==> config.mk <==
export PLATFORM = sky130hd
export DESIGN_NAME = sincavg_decimator
export DESIGN_NICKNAME = d
export VERILOG_FILES = /design/src/rtl/sincavg_pkg.sv /design/src/rtl/sincavg_integ.sv /design/src/rtl/sincavg_comb.sv /design/src/rtl/sincavg_avg.sv /design/src/rtl/sincavg_decimator.sv
export SDC_FILE = /design/constraint.sdc
export NUM_CORES = 1
export LEC_CHECK = 0
export BUFFER_PORTS_ARGS = -buffer_cell sky130_fd_sc_hd__buf_2
export CAP_MARGIN = 10
export CORE_UTILIZATION = 25
export CTS_CLUSTER_SIZE = 28
export DETAILED_ROUTE_END_ITERATION = 8
export GPL_TIMING_DRIVEN = 0
export PLACE_DENSITY = 0.36
export SLEW_MARGIN = 5
export SYNTH_ARGS = -nofsm -noshare
export SYNTH_HDL_FRONTEND = slang
export SYNTH_HIERARCHICAL = 1
export SYNTH_SLANG_ARGS = --single-unit
==> constraint.sdc <==
create_clock -name clk -period 11.6 [get_ports clk]
set_input_delay 0.58 -clock clk [delete_from_list [all_inputs] [get_ports clk]]
set_output_delay 0.58 -clock clk [all_outputs]
set_load 0.01 [all_outputs]
==> src/rtl/sincavg_pkg.sv <==
package sincavg_pkg;

   // Selects which filter order forms the main path.
   typedef enum logic {
      FILT_HI = 1'b0,
      FILT_LO = 1'b1
   } filt_sel_e;

   // Width that a cascade of `ord` integrators needs for modulo arithmetic.
   function automatic int cic_width(input int in_w, input int ord, input int dec_log);
      return in_w + ord * dec_log;
   endfunction

endpackage

==> src/rtl/sincavg_integ.sv <==
module sincavg_integ #(
   parameter int IN_W    = 2,
   parameter int ACC_W   = 27,
   parameter int ORD     = 5,
   parameter int ORD_LO  = 3,
   parameter int DEC_LOG = 5
) (
   input  logic                    clk,
   input  logic                    rst_n,
   input  logic                    flush,
   input  logic                    stb,
   input  logic [IN_W-1:0]         sample,
   input  logic                    sel_lo,
   output logic                    dec_vld_o,
   output logic signed [ACC_W-1:0] dec_smp_o
);

   localparam logic [DEC_LOG-1:0] PH_LAST = {DEC_LOG{1'b1}};

   logic signed [ACC_W-1:0] acc_q [ORD];
   logic signed [ACC_W-1:0] acc_d [ORD];
   logic signed [ACC_W-1:0] smp_ext;
   logic [DEC_LOG-1:0]      phase_q;
   logic                    take;
   logic                    boundary;

   assign smp_ext  = ACC_W'($signed(sample));
   assign take     = stb && !flush;
   assign boundary = take && (phase_q == PH_LAST);

   // Whole cascade settles within one cycle so every stage sees the same sample.
   for (genvar g = 0; g < ORD; g++) begin : g_stage
      if (g == 0) begin : g_first
         assign acc_d[g] = acc_q[g] + smp_ext;
      end else begin : g_next
         assign acc_d[g] = acc_q[g] + acc_d[g-1];
      end

      always_ff @(posedge clk) begin
         if (!rst_n || flush) begin
            acc_q[g] <= '0;
         end else if (take) begin
            acc_q[g] <= acc_d[g];
         end
      end
   end

   always_ff @(posedge clk) begin
      if (!rst_n || flush) begin
         phase_q   <= '0;
         dec_vld_o <= 1'b0;
         dec_smp_o <= '0;
      end else begin
         dec_vld_o <= boundary;
         if (take) begin
            phase_q <= phase_q + 1'b1;
         end
         if (boundary) begin
            dec_smp_o <= sel_lo ? acc_d[ORD_LO-1] : acc_d[ORD-1];
         end
      end
   end

   // a decimated value only ever follows an accepted strobe
   p_dec_after_stb_r4: assert property (@(posedge clk) disable iff (!rst_n)
      dec_vld_o |-> $past(stb && !flush));

endmodule

==> src/rtl/sincavg_comb.sv <==
module sincavg_comb #(
   parameter int IN_W    = 2,
   parameter int ACC_W   = 27,
   parameter int ORD     = 5,
   parameter int ORD_LO  = 3,
   parameter int DEC_LOG = 5
) (
   input  logic                    clk,
   input  logic                    rst_n,
   input  logic                    flush,
   input  logic                    in_vld,
   input  logic signed [ACC_W-1:0] in_smp,
   input  logic                    sel_lo,
   output logic                    res_vld_o,
   output logic signed [ACC_W-1:0] res_o
);

   localparam int CNT_W   = $clog2(ORD + 1);
   localparam int LO_SHL  = (ORD - ORD_LO) * DEC_LOG;
   localparam logic [CNT_W-1:0] SETTLE_HI = CNT_W'(ORD);
   localparam logic [CNT_W-1:0] SETTLE_LO = CNT_W'(ORD_LO);
   localparam longint RES_MAX = ((longint'(1) << (IN_W - 1)) - 1) << (ORD * DEC_LOG);
   localparam longint RES_MIN = -(longint'(1) << (IN_W - 1 + ORD * DEC_LOG));

   logic signed [ACC_W-1:0] diff  [ORD+1];
   logic signed [ACC_W-1:0] dly_q [ORD];
   logic signed [ACC_W-1:0] picked;
   logic [CNT_W-1:0]        seen_q;
   logic [CNT_W-1:0]        settle;

   assign diff[0] = in_smp;

   for (genvar g = 0; g < ORD; g++) begin : g_diff
      assign diff[g+1] = diff[g] - dly_q[g];

      always_ff @(posedge clk) begin
         if (!rst_n || flush) begin
            dly_q[g] <= '0;
         end else if (in_vld) begin
            dly_q[g] <= diff[g];
         end
      end
   end

   // Bring the lower order up to the same full scale as the main path.
   assign picked = sel_lo ? (diff[ORD_LO] <<< LO_SHL) : diff[ORD];
   assign settle = sel_lo ? SETTLE_LO : SETTLE_HI;

   always_ff @(posedge clk) begin
      if (!rst_n || flush) begin
         seen_q    <= '0;
         res_vld_o <= 1'b0;
         res_o     <= '0;
      end else begin
         res_vld_o <= 1'b0;
         if (in_vld) begin
            if (seen_q == settle) begin
               res_vld_o <= 1'b1;
               res_o     <= picked;
            end else begin
               seen_q <= seen_q + 1'b1;
            end
         end
      end
   end

   // published sinc values stay inside the input full scale
   p_no_overflow_r10: assert property (@(posedge clk) disable iff (!rst_n)
      res_vld_o |-> (longint'(res_o) <= RES_MAX && longint'(res_o) >= RES_MIN));

endmodule

==> src/rtl/sincavg_avg.sv <==
module sincavg_avg #(
   parameter int W       = 27,
   parameter int LOG_MAX = 3,
   parameter int CW      = 2
) (
   input  logic                clk,
   input  logic                rst_n,
   input  logic                flush,
   input  logic                in_vld,
   input  logic signed [W-1:0] in_res,
   input  logic [CW-1:0]       log_n,
   output logic                out_vld_o,
   output logic signed [W-1:0] out_res_o
);

   if (LOG_MAX == 0) begin : g_pass
      always_ff @(posedge clk) begin
         if (!rst_n || flush) begin
            out_vld_o <= 1'b0;
            out_res_o <= '0;
         end else begin
            out_vld_o <= in_vld;
            if (in_vld) begin
               out_res_o <= in_res;
            end
         end
      end
   end else begin : g_box
      localparam int SUM_W = W + LOG_MAX;
      localparam int CNT_W = LOG_MAX + 1;

      logic signed [SUM_W-1:0] acc_q;
      logic signed [SUM_W-1:0] sum;
      logic [CNT_W-1:0]        cnt_q;
      logic [CNT_W-1:0]        cnt_nxt;
      logic [CNT_W-1:0]        target;

      assign sum     = acc_q + SUM_W'(in_res);
      assign cnt_nxt = cnt_q + 1'b1;
      assign target  = CNT_W'(1) << log_n;

      always_ff @(posedge clk) begin
         if (!rst_n || flush) begin
            acc_q     <= '0;
            cnt_q     <= '0;
            out_vld_o <= 1'b0;
            out_res_o <= '0;
         end else begin
            out_vld_o <= 1'b0;
            if (in_vld) begin
               if (cnt_nxt == target) begin
                  out_vld_o <= 1'b1;
                  out_res_o <= W'(sum >>> log_n);
                  acc_q     <= '0;
                  cnt_q     <= '0;
               end else begin
                  acc_q <= sum;
                  cnt_q <= cnt_nxt;
               end
            end
         end
      end
   end

   // the ready pulse never lasts two cycles
   p_drdy_pulse_r8: assert property (@(posedge clk) disable iff (!rst_n)
      out_vld_o |=> !out_vld_o);

   // each averaged output is completed by a fresh sinc result
   p_out_after_in_r5: assert property (@(posedge clk) disable iff (!rst_n)
      out_vld_o |-> $past(in_vld && !flush));

endmodule

==> src/rtl/sincavg_decimator.sv <==
module sincavg_decimator
   import sincavg_pkg::*;
#(
   parameter int IN_W        = 2,
   parameter int DEC_LOG     = 5,
   parameter int ORD_HI      = 5,
   parameter int ORD_LO      = 3,
   parameter int AVG_LOG_MAX = 3,
   parameter int AVG_CW      = $clog2(AVG_LOG_MAX + 1),
   parameter int OUT_W       = IN_W + ORD_HI * DEC_LOG
) (
   input  logic              clk,
   input  logic              rst_n,
   input  logic              sample_stb,
   input  logic [IN_W-1:0]   sample_i,
   input  logic              mode_i,
   input  logic [AVG_CW-1:0] avg_code_i,
   output logic [OUT_W-1:0]  result_o,
   output logic              drdy_o
);

   localparam int ACC_W = cic_width(IN_W, ORD_HI, DEC_LOG);

   initial begin
      assert (IN_W >= 1) else $error("IN_W must be at least 1");
      assert (ORD_LO >= 1 && ORD_LO < ORD_HI) else $error("ORD_LO must lie in 1..ORD_HI-1");
      assert (AVG_LOG_MAX >= 1) else $error("AVG_LOG_MAX must be at least 1");
      assert (OUT_W == ACC_W) else $error("OUT_W must equal the integrator width");
      assert (ACC_W <= 62) else $error("integrator width too large");
      assert ((1 << AVG_CW) > AVG_LOG_MAX) else $error("AVG_CW too narrow");
   end

   filt_sel_e               sel_q;
   logic [AVG_CW-1:0]       avg_q;
   logic [AVG_CW-1:0]       avg_eff;
   logic                    flush;
   logic                    sel_lo;
   logic                    dec_vld;
   logic signed [ACC_W-1:0] dec_smp;
   logic                    res_vld;
   logic signed [ACC_W-1:0] res;
   logic signed [ACC_W-1:0] avg_res;

   assign flush  = (filt_sel_e'(mode_i) != sel_q) || (avg_code_i != avg_q);
   assign sel_lo = (sel_q == FILT_LO);

   always_ff @(posedge clk) begin
      if (!rst_n) begin
         sel_q <= FILT_HI;
         avg_q <= '0;
      end else begin
         sel_q <= filt_sel_e'(mode_i);
         avg_q <= avg_code_i;
      end
   end

   // Codes beyond the supported maximum fall back to the largest count.
   if ((1 << AVG_CW) - 1 > AVG_LOG_MAX) begin : g_clamp
      assign avg_eff = (avg_q > AVG_CW'(AVG_LOG_MAX)) ? AVG_CW'(AVG_LOG_MAX) : avg_q;
   end else begin : g_full
      assign avg_eff = avg_q;
   end

   sincavg_integ #(
      .IN_W    (IN_W),
      .ACC_W   (ACC_W),
      .ORD     (ORD_HI),
      .ORD_LO  (ORD_LO),
      .DEC_LOG (DEC_LOG)
   ) i_integ (
      .clk       (clk),
      .rst_n     (rst_n),
      .flush     (flush),
      .stb       (sample_stb),
      .sample    (sample_i),
      .sel_lo    (sel_lo),
      .dec_vld_o (dec_vld),
      .dec_smp_o (dec_smp)
   );

   sincavg_comb #(
      .IN_W    (IN_W),
      .ACC_W   (ACC_W),
      .ORD     (ORD_HI),
      .ORD_LO  (ORD_LO),
      .DEC_LOG (DEC_LOG)
   ) i_comb (
      .clk       (clk),
      .rst_n     (rst_n),
      .flush     (flush),
      .in_vld    (dec_vld),
      .in_smp    (dec_smp),
      .sel_lo    (sel_lo),
      .res_vld_o (res_vld),
      .res_o     (res)
   );

   sincavg_avg #(
      .W       (ACC_W),
      .LOG_MAX (AVG_LOG_MAX),
      .CW      (AVG_CW)
   ) i_avg (
      .clk       (clk),
      .rst_n     (rst_n),
      .flush     (flush),
      .in_vld    (res_vld),
      .in_res    (res),
      .log_n     (avg_eff),
      .out_vld_o (drdy_o),
      .out_res_o (avg_res)
   );

   assign result_o = avg_res;

   // a configuration change leaves no ready pulse behind it
   p_flush_quiet_r9: assert property (@(posedge clk) disable iff (!rst_n)
      flush |=> !drdy_o);

endmodule

# Yosys cells after proc, flatten, opt, wreduce, memory -nomap -nowiden
# Memory sizes are Yosys's and may differ from the RTL's.
# Index checks and enable logic that the tools add are counted.
dict set report totals {
  ram_bits 270
  output_inout_bits 28
  wordCells 84
  mem_count 2
  register_bits 129
}
dict set report classes {
  bitwise_logic 13
  n_shift 2
  eq_ne 5
  reduce_logical 11
  muxes 25
  add_sub_neg 14
}
# memory depth word_bits read_ports rd_clocked_by_memory_dff write_ports line
set memory_table {}
lappend memory_table {i_comb.dly_q 5 27 5 0 5 sincavg_comb.sv:26} ;# logic signed [ACC_W-1:0] dly_q [ORD];
lappend memory_table {i_integ.acc_q 5 27 5 0 5 sincavg_integ.sv:20} ;# logic signed [ACC_W-1:0] acc_q [ORD];
# cell n
set ops {}
lappend ops {{$mux 27} 12}
lappend ops {{$sub 27x27->27} 5}
lappend ops {{$add 27x27->27} 4}
lappend ops {{$add 30x27->30} 1}
lappend ops {{$mux 30} 1}
lappend ops {{$sshr 30x2->27} 1}
lappend ops {{$add 27x2->27} 1}
lappend ops {{$mux 1} 10}
lappend ops {{$or 1x1->1} 10}
lappend ops {{$reduce_and 2->1} 3}
lappend ops {{$add 5x1->5 const B} 1}
lappend ops {{$eq 5x5->1 const B} 1}
lappend ops {{$add 4x1->4 const B} 1}
lappend ops {{$eq 4x4->1} 1}
lappend ops {{$mux 4} 1}
lappend ops {{$reduce_or 2->1} 2}
lappend ops {{$shl 1x2->4 const A} 1}
lappend ops {{$add 3x1->3 const B} 1}
lappend ops {{$eq 3x3->1} 1}
lappend ops {{$mux 3} 1}
lappend ops {{$not 1->1} 3}
lappend ops {{$logic_and 1x1->1} 2}
lappend ops {{$logic_not 1->1} 2}
lappend ops {{$logic_or 1x1->1} 2}
lappend ops {{other kinds (2)} 2}

# Logic depth before layout (Yosys ltp)
# Gate-level depths: netlist of run 1.
dict set report depth {
  ltp_word 8
  mapped_depth 47
}

# Cells and area by module
# The synthesis of run 1 kept the hierarchy.
# mod cells_per_inst instances area_each_um2
set by_module_without_submodules {}
lappend by_module_without_submodules {sincavg_comb 1380 1 12588.3}
lappend by_module_without_submodules {sincavg_integ 1275 1 12469.5}
lappend by_module_without_submodules {sincavg_avg 601 1 4609.4}
lappend by_module_without_submodules {sincavg_decimator 10 1 111.4}

# Least setup slack after synthesis of run 1
# Ideal clock, no wire load.
dict set report synth_timing {
  kind {in2reg}
  start {in sample_i[0]}
  end {reg i_integ.dec_smp_o[26]}
  slack_ps 3293
  cell_stages 45
  arrival_ps 8190
  setup_time_ps 117
  cell_sequence {ha_1 > inv_1 > fa_1 > nor2b_4 > o31a_1 > o21ai_0 > nand2b_1 > a221o_1 > a21o_1 > xor2_1 > ha_1 > and3_4 > a221o_1 > a31oi_1 > o21ai_1 > a21oi_1 > nor2b_1 > o21ai_0 > [... 9 more ...] > ha_1 > nand3_1 > nor2_1 > nand2_1 > nor2_1 > a21oi_1 > o21a_1 > nand2_1 > xor2_1 > ha_1 > or2_2 > a21oi_1 > a31oi_1 > a211oi_1 > xor2_1 > nor2_1 > xnor2_1 > a32o_1}
}
# element line
set synth_lines {}
lappend synth_lines {{start: declaration} sincavg_decimator.sv:15} ;# input logic [IN_W-1:0] sample_i,
lappend synth_lines {{end signal: assignment} sincavg_integ.sv:59} ;# dec_smp_o <= sel_lo ? acc_d[ORD_LO-1] : acc_d[ORD-1];
lappend synth_lines {{end: declaration} sincavg_integ.sv:15} ;# output logic signed [ACC_W-1:0] dec_smp_o

==> reports/metrics.csv, run 1 <==
metric;value;unit
status;finished, final reports clean;
RR Endpoint;i_integ/dec_smp_o[26]$_SDFFE_PP0P_;
die width;347;um
Core ar.;118000;um2
Avg Cell Area, Syn;9.12;um2
Crit path arrival time;10570;ps
first-iteration detailed-routing DRC count;1113;
Final nets;3678;
worst-path fanout max;27;
DRT Wirelength;89000;um
Max VDD drop;357;uV
Post-DRT Antenna Nets;0;
Routed wire per std cell;18.0;um
Max-slew headroom;0.377;
Synth Net Count;3582;
vias in the first global route;23400;
slowest CP cell;buf_2;
Clk Latency, worst-skew pair;640;ps
hold_buf cts;0;
setup repair bufs after CTS;0;
fin worst setup slack;1550;ps
r2r setup slk;1640;ps
Synth Cell Area;29800;um2
first-pass GRT wire length;140000;um
Vias;23300;
fin util;0.287;
clock buffer depth;3;
CTS tree;yes;
Post-synth ARST share;0;
final hold vios;0;
Critical Path Source Type;primary input;
HPWL after DPL;69400;um
die area;120000;um2
Worst setup EP type;flip-flop;
Hold WS;175;ps
Worst Clk Skew;21.4;ps
critical path start-end classification;in -> reg;
r2r worst-path depth;46;
PostCTS Resize Cnt;0;
sequential share of the synthesized area;0.359;
final critical-path share of the clock period;0.867;
share of cells above drive strength 1;0.0564;
post-route setup TNS;0;ps
vias per std cell;4.72;
register bit total from synthesis;399;
Min-Delay Path Depth;2;
hold path start;avg_code_i[1];
DRT Pass-1 Iters;5;
Layout Area Growth over Synthesis;13.7;%
Worst Hold Class;in -> reg;
grt total ovfl;0;
RD Place Congestion;0.779;
dpl ws;733;ps
Final min period;10050;ps
Max Transition Viols Final;0;
crit-path max cell delay;530;ps
RSZ-0062 raised after global routing;false;
clock-pin transition on the worst setup and hold timing paths;60;ps
hold path endpoint;avg_eff[1]$_SDFF_PN0_;
CTS buffer count;55;
Worst R2R Start;i_integ/acc_q[0][0]$_SDFFCE_PN0P_;
I/O Pins;36;
Die Y;347;um
initial antenna violation count;1;
Root Buffer;clkbuf_16;
Sink Count;399;
Req. time, crit path;12120;ps
DRC;0;
global-route usage over all layers;0.148;
LEAKAGE;14.3;nW
Design Area, Final;33900;um2
Warnings, synthesis;6;
fmax;0.0995;GHz
ys flop type;edfxtp_1;
Initial Util;0.252;
final setup violation count;0;
Filler cells;12600;
PwrDens;296;nW/um2
Distinct cells, synth;99;
dpl cell area;32000;um2
Syn Inst Count;3266;
largest net degree at the start of global routing;58;
H-tree depth;2;
Max Cap Viol;0;
PortBufs;35;
Slew @ Worst Pin;934;ps
row count;126;
number of synthesized flops with an enable pin;270;
area by class of cell:
| cell class | count | area, um2 | share of cell area |
|---|---|---|---|
| antenna | 2 | 5.00 | 0.000148 |
| buffer | 100 | 393 | 0.0116 |
| clock buffer | 83 | 1730 | 0.0511 |
| clock inverter | 19 | 129 | 0.00381 |
| inverter | 224 | 841 | 0.0248 |
| multi-input combinational | 2543 | 17900 | 0.528 |
| sequential | 399 | 10700 | 0.316 |
| tap | 1536 | 1920 | 0.0568 |
| timing repair buffer | 39 | 285 | 0.00842 |
layer usage:
metal	track usage	routed length, um
met5	0	0
met4	0.0324	1630
met3	0.0211	2410
met2	0.240	40300
met1	0.207	44700
cells by family after synthesis:
group,synth area share
simple gates,0.173
compound gates,0.202
flops,0.359
buf+inv,0.0414
fa+ha+maj,0.132
xor+xnor,0.0784
mux,0.0147
worst max-delay path: cells and delay by family:
| family | cells | cell delay, ps |
|---|---|---|
| compound gates | 17 | 3300 |
| xor+xnor | 6 | 1500 |
| fa+ha+maj | 5 | 1740 |
| buf+inv | 3 | 980 |
| simple gates | 15 | 2480 |
report_power, final:
part	switching, mW	internal (mW)
sequential	0.0159	1.56
combinational	3.98	2.73
clock	0.698	1.05
through the flow:
step	power (mW)	instances
final	10.0	4945
after global routing	11.1	4943
after global placement	8.45	4837
after detailed placement	8.36	4841
after floorplan	6.68	3266
after CTS	10.2	4943
how the worst max path moves through the flow:
| stage | from | end | slack [ps] | cells past startpoint |
|---|---|---|---|---|
| 2_1_floorplan | sample_i[0] | i_integ/dec_smp_o[26]$_SDFFE_PP0P_ | 3290 | 45 |
| 3_3_place_gp | sample_i[1] | i_integ/dec_smp_o[26]$_SDFFE_PP0P_ | 660 | 45 |
| 3_5_place_dp | sample_i[1] | i_integ/dec_smp_o[26]$_SDFFE_PP0P_ | 730 | 45 |
| 4_1_cts | sample_i[1] | i_integ/dec_smp_o[26]$_SDFFE_PP0P_ | 1380 | 45 |
| 5_1_grt | sample_i[1] | i_integ/dec_smp_o[26]$_SDFFE_PP0P_ | 640 | 45 |
| 6_report | sample_i[1] | i_integ/dec_smp_o[26]$_SDFFE_PP0P_ | 1550 | 46 |
registers in the layout, indices dropped and copies added, names as in the netlist:
name and flops:
avg_eff 2, i_avg/g_box.acc_q 30, i_avg/g_box.cnt_q 4, i_avg/out_res_o 27
i_avg/out_vld_o 1, i_comb/dly_q 135, i_comb/res_o 27, i_comb/res_vld_o 1
i_comb/seen_q 3, i_integ/acc_q 135, i_integ/dec_smp_o 27, i_integ/dec_vld_o 1
i_integ/phase_q 5, sel_lo 1
cells in the mapped netlist, types with 37 or more instances:
cell type | number | area [um2]
edfxtp_1 | 270 | 8110
nor3_1 | 56 | 280
o21ai_0 | 157 | 786
clkbuf_1 | 88 | 330
nand3_1 | 71 | 355
dfxtp_1 | 129 | 2580
inv_1 | 222 | 833
ha_1 | 297 | 3720
and2_1 | 188 | 1180
nand2b_1 | 39 | 244
a21o_1 | 109 | 818
nor2b_1 | 46 | 288
and3_1 | 70 | 438
xor2_1 | 83 | 727
nand2_1 | 177 | 664
a21oi_1 | 302 | 1510
o21a_1 | 41 | 308
nor2_1 | 270 | 1010
o21bai_1 | 47 | 353
xnor2_1 | 167 | 1460
a211oi_1 | 37 | 278
placed cells by master, fill, tap and decap left out, types with 9 or more instances in the layout:
master,count
nand3b_1,9
xor2_1,83
a21oi_1,302
a31oi_1,28
nand4_1,12
and3_1,70
a31o_2,9
or3_1,19
nor2_1,270
a211oi_1,37
o211ai_1,27
inv_1,222
a22oi_1,23
buf_2,43
fa_1,11
clkbuf_16,61
ha_1,297
clkbuf_8,12
nor2b_1,46
nor3b_1,13
a21o_1,109
o31a_1,10
o21ai_1,13
nor3_1,56
and2_1,188
dfxtp_1,129
clkinv_2,11
a21boi_0,11
nand2_1,176
o21bai_1,47
o21ai_0,157
xnor2_1,167
clkbuf_1,98
nand3_1,71
a211o_1,11
o31ai_1,10
edfxtp_1,270
o21a_1,41
nand2b_1,38
mux2i_1,36
Note: power is estimated with default switching activity, not from simulation.
==> run 2, diff against run 1 <==
- CORE_UTILIZATION: 25 -> 57
- PLACE_DENSITY: 0.36 -> 0.7
==> run 2 against run 1 <==
Worst hold slack better by 27 ps. Global-route usage increased by 13 points. Via count up 4.2%. Clock skew up 9.8 ps. Cell area decreased by 4.0%. Power decreased by 2.4%. Combinational power about the same. Routed wire length is 15% lower. Die area fell by 56%. Sequential power is essentially flat. Largest cell class unchanged. Largest power group unchanged.
==> reports/metrics.csv, run 2 (same netlist as run 1, synthesis figures left out) <==
metric;value;unit
status;finished, final reports clean;
fin worst setup slack;1840;ps
PortBufs;35;
worst-path fanout max;27;
Die Y;231;um
CTS buffer count;47;
slowest CP cell;buf_2;
first-iteration detailed-routing DRC count;1633;
Critical Path Source Type;primary input;
hold_buf cts;0;
commonest non-fill, non-tap cell in the layout;a21oi_1;
HPWL after DPL;58700;um
vias per std cell;5.97;
clock-pin transition on the worst setup and hold timing paths;60;ps
hold path endpoint;avg_eff[1]$_SDFF_PN0_;
first-pass GRT wire length;121000;um
Req. time, crit path;12100;ps
Worst setup EP type;flip-flop;
Filler cells;4362;
uppermost routed layer;met4;
Min-Delay Path Depth;2;
final hold vios;0;
DRT Pass-1 Iters;6;
Sink Count;399;
RSZ-0062 raised after global routing;false;
Crit path arrival time;10260;ps
DR WL met2;35900;um
crit-path max cell delay;530;ps
critical path start-end classification;in -> reg;
final setup violation count;0;
grt total ovfl;0;
setup repair bufs after CTS;0;
r2r worst-path depth;43;
Slew @ Worst Pin;1040;ps
most used cell, CP;ha_1;
die width;231;um
clock buffer depth;3;
PostCTS Resize Cnt;0;
CTS tree;yes;
largest net degree at the start of global routing;67;
Max VDD drop;316;uV
PwrDens;301;nW/um2
final critical-path share of the clock period;0.842;
initial antenna violation count;0;
DRC;0;
Root Buffer;clkbuf_16;
Final min period;9760;ps
I/O Pins;36;
DRT Wirelength;75500;um
Final nets;3670;
Max Transition Viols Final;0;
row count;83;
RR Endpoint;i_integ/dec_smp_o[26]$_SDFFE_PP0P_;
share of cells above drive strength 1;0.0513;
antenna fix cells;0;
Post-DRT Antenna Nets;0;
RD Place Congestion;0.928;
biggest regs;i_comb/dly_q (135), i_integ/acc_q (135), i_avg/g_box.acc_q (30);
met3 WL post-DR;3190;um
global-route usage over all layers;0.282;
die area;53200;um2
Routed wire per std cell;18.6;um
Layout Area Growth over Synthesis;9.15;%
r2r setup slk;1940;ps
Clk Latency, worst-skew pair;610;ps
hold path start;avg_code_i[1];
Hold WS;202;ps
Worst Clk Skew;31.2;ps
Power, Total;9.78;mW
Vias;24300;
Worst Hold Class;in -> reg;
most frequent cells in the layout;302 x a21oi_1, 297 x ha_1, 270 x nor2_1, 270 x edfxtp_1, 222 x inv_1;
LEAKAGE;14.1;nW
dpl ws;1430;ps
Worst R2R Start;i_integ/acc_q[0][0]$_SDFFCE_PN0P_;
routed metal-1 wire length;32400;um
Max-slew headroom;0.304;
vias in the first global route;23600;
Initial Util;0.578;
Max Cap Viol;0;
fmax;0.102;GHz
post-route setup TNS;0;ps
H-tree depth;2;
Core ar.;51500;um2
## run 2: cell count changes in the layout (fill, tap and decap cells not counted), sizes merged
cell      previous run  this run
clkinvlp             2         1
bufinv               1         6
clkinv              15        17
clkbuf             171       147
diode                2         0
## run 2: metrics by stage
| stage | instances | instance area, um2 | util |
|---|---|---|---|
| 3_5_place_dp | 3985 | 30900 | 0.600 |
| 4_1_cts | 4069 | 32500 | 0.631 |
| 2_1_floorplan | 3266 | 29800 | - |
| 6_report | 4069 | 32500 | 0.631 |
| 5_1_grt | 4069 | 32500 | 0.631 |
| 3_3_place_gp | 3981 | 30800 | 0.598 |
## run 2: critical path: cells and delay by family
family,cells,cell delay (ps)
xor gates and xnor gates,6,1410
and+or+nand+nor,11,1640
buffers and inverters,1,530
adders and majority gates,5,1740
AOI/OAI and AO/OA,19,4330
## run 2: worst max path at each step
| stage | slack, ps | from | endpoint |
|---|---|---|---|
| 2_1_floorplan | 3290 | sample_i[0] | i_integ/dec_smp_o[26]$_SDFFE_PP0P_ |
| 3_3_place_gp | 1480 | sample_i[1] | i_integ/dec_smp_o[26]$_SDFFE_PP0P_ |
| 3_5_place_dp | 1430 | sample_i[1] | i_integ/dec_smp_o[26]$_SDFFE_PP0P_ |
| 4_1_cts | 1970 | sample_i[1] | i_integ/dec_smp_o[26]$_SDFFE_PP0P_ |
| 5_1_grt | 1180 | sample_i[1] | i_integ/dec_smp_o[26]$_SDFFE_PP0P_ |
| 6_report | 1840 | sample_i[1] | i_integ/dec_smp_o[26]$_SDFFE_PP0P_ |
## run 2: area by class of cell
class | count | area (um2) | share of cell area
Buffer | 100 | 393 | 0.0121
Timing Repair Buffer | 39 | 285 | 0.00878
Clock inverter | 25 | 313 | 0.00962
Clock buffer | 59 | 1260 | 0.0388
Tap cell | 680 | 851 | 0.0262
Sequential cell | 399 | 10700 | 0.329
Multi-Input combinational cell | 2543 | 17900 | 0.550
Inverter | 224 | 841 | 0.0259
## run 2: power by group
part / internal, mW / leakage, nW / total [mW] / switching, mW
combinational: 2.72 / 9.06 / 6.68 / 3.96
sequential: 1.56 / 4.29 / 1.58 / 0.0166
clock: 0.904 / 0.773 / 1.52 / 0.618
## run 2: routing by layer
layer | GRT usage | vias to the layer above
li1 | - | 12000
met1 | 0.349 | 11500
met2 | 0.484 | 629
met3 | 0.0299 | 168
met4 | 0.150 | 0
met5 | 0 | -
==> run 3, diff against run 2 <==
- clock period: 11.6 -> 9.25 ns (I/O delays scaled with it)
==> run 3 against run 2 <==
Sequential power increased by 25%. Clock power rose by 26%. Largest cell class unchanged. Critical endpoint is now i_integ/acc_q[4][26]$_SDFFCE_PN0P_. Routed wire length is 1.3% higher. Highest routed layer unchanged. Core utilization grew 0.89 points. Non-clock buffer count up 14. Sequential share of layout area is 0.46 points lower. First-iteration DRC count unchanged.
==> reports/metrics.csv, run 3 (same netlist as run 1, synthesis figures left out) <==
metric;value;unit
status;finished, final reports clean;
Vias;24500;
vias in the first global route;23600;
r2r worst-path depth;44;
Post-DRT Antenna Nets;0;
initial antenna violation count;0;
storage element area;10700;um2
Root Buffer;clkbuf_16;
final hold vios;0;
Die Y;231;um
row count;83;
dpl cell area;30900;um2
Power, Total;12.4;mW
final setup violation count;0;
HPWL after DPL;58700;um
Sink Count;399;
most frequent cells in the layout;292 x a21oi_1, 289 x ha_1, 270 x edfxtp_1;
grt total ovfl;0;
final critical-path share of the clock period;0.966;
Final nets;3684;
Worst Hold Class;in -> reg;
share of cells above drive strength 1;0.0711;
PwrDens;376;nW/um2
first-iteration detailed-routing DRC count;1633;
largest net degree at the start of global routing;67;
die width;231;um
Max-slew headroom;0.315;
Worst setup EP type;flip-flop;
DRT Pass-1 Iters;8;
Initial Util;0.578;
Core ar.;51500;um2
Design Area, Final;33000;um2
hold_buf cts;0;
die area;53200;um2
Largest delay share family, worst path;compound AO/OA/AOI/OAI gates;
fmax;0.112;GHz
Req. time, crit path;9570;ps
CTS buffer count;47;
Slew @ Worst Pin;1030;ps
Max VDD drop;399;uV
DRT Wirelength;76500;um
I/O Pins;36;
Crit path depth;44;
critical path start-end classification;reg -> reg;
Final min period;8940;ps
biggest regs;i_comb/dly_q (135), i_integ/acc_q (135), i_avg/g_box.acc_q (30);
LEAKAGE;14.3;nW
Max Cap Viol;0;
Critical Path Source Type;flip-flop;
Crit path arrival time;9260;ps
Clk Latency, worst-skew pair;610;ps
crit-path max cell delay;390;ps
PortBufs;35;
Worst Setup EP;i_integ/acc_q[4][26]$_SDFFCE_PN0P_;
worst path bufs/invs;4;
Max Transition Viols Final;0;
r2r setup slk;310;ps
Worst R2R Start;i_integ/acc_q[0][0]$_SDFFCE_PN0P_;
CP startpoint;i_integ/acc_q[0][0]$_SDFFCE_PN0P_;
H-tree depth;2;
clock-pin transition on the worst setup and hold timing paths;60;ps
first-pass GRT wire length;121000;um
global-route usage over all layers;0.283;
Layout Area Growth over Synthesis;10.7;%
RR Endpoint;i_integ/acc_q[4][26]$_SDFFCE_PN0P_;
CTS tree;yes;
slowest CP cell;a221o_1;
worst-path fanout max;5;
area occupied by multi-input gates;18200;um2
antenna fix cells;0;
post-route setup TNS;0;ps
commonest non-fill, non-tap cell in the layout;a21oi_1;
Worst Clk Skew;29.4;ps
Routed wire per std cell;18.7;um
DRC;0;
RD Place Congestion;0.928;
Filler cells;4292;
clock buffer depth;3;
vias per std cell;6.01;
-- run 3: through the flow --
stage,util,hold slack [ps],instances,setup WS [ps]
floorplan,-,436,3266,1060
global placement,0.598,441,3981,-748
detailed placement,0.600,448,3985,-799
CTS,0.632,64.3,4071,2.41
global route,0.640,80.9,4083,-130
finish,0.640,87.4,4083,312
-- run 3: report_power, final --
group          total (mW)  switching [mW]  internal (mW)
combinational        8.51            5.03           3.47
sequential           1.98          0.0215           1.95
clock                1.91           0.774           1.13
total                12.4            5.83           6.56
-- run 3: worst min path at each step --
| stage | from | to | slack [ps] | cells after the start |
|---|---|---|---|---|
| 4_1_cts | avg_code_i[1] | avg_eff[1]$_SDFF_PN0_ | 60 | 2 |
| 3_3_place_gp | i_avg/out_res_o[8]$_SDFFE_PP0P_ | i_avg/out_res_o[8]$_SDFFE_PP0P_ | 440 | 2 |
| 3_5_place_dp | i_avg/out_res_o[8]$_SDFFE_PP0P_ | i_avg/out_res_o[8]$_SDFFE_PP0P_ | 450 | 2 |
| 6_report | avg_code_i[1] | avg_eff[1]$_SDFF_PN0_ | 90 | 2 |
| 5_1_grt | avg_code_i[0] | avg_eff[0]$_SDFF_PN0_ | 80 | 2 |
| 2_1_floorplan | i_comb/res_o[4]$_SDFFE_PP0P_ | i_comb/res_o[4]$_SDFFE_PP0P_ | 440 | 2 |
-- run 3: layer usage --
metal,part of all wire,track usage
met3,0.042,0.0301
met4,0.054,0.148
met2,0.48,0.487
met5,0,0
met1,0.43,0.349
-- run 3: repair_timing --
action,CTS,global route
setup endpoints to repair,3,15
endpoints found under the hold margin,0,0
pin swaps,4,17
buffers inserted,3,12
resized for setup,7,61
-- run 3: final cells by class --
| class | count | share of cell area |
|---|---|---|
| plain buffers | 99 | 0.0118 |
| clock buffers | 59 | 0.0383 |
| clock inverters | 25 | 0.00949 |
| inverters | 224 | 0.0255 |
| multi-input cells | 2543 | 0.553 |
| flip-flops and latches | 399 | 0.324 |
| well taps | 680 | 0.0258 |
| repair buffers | 54 | 0.0121 |
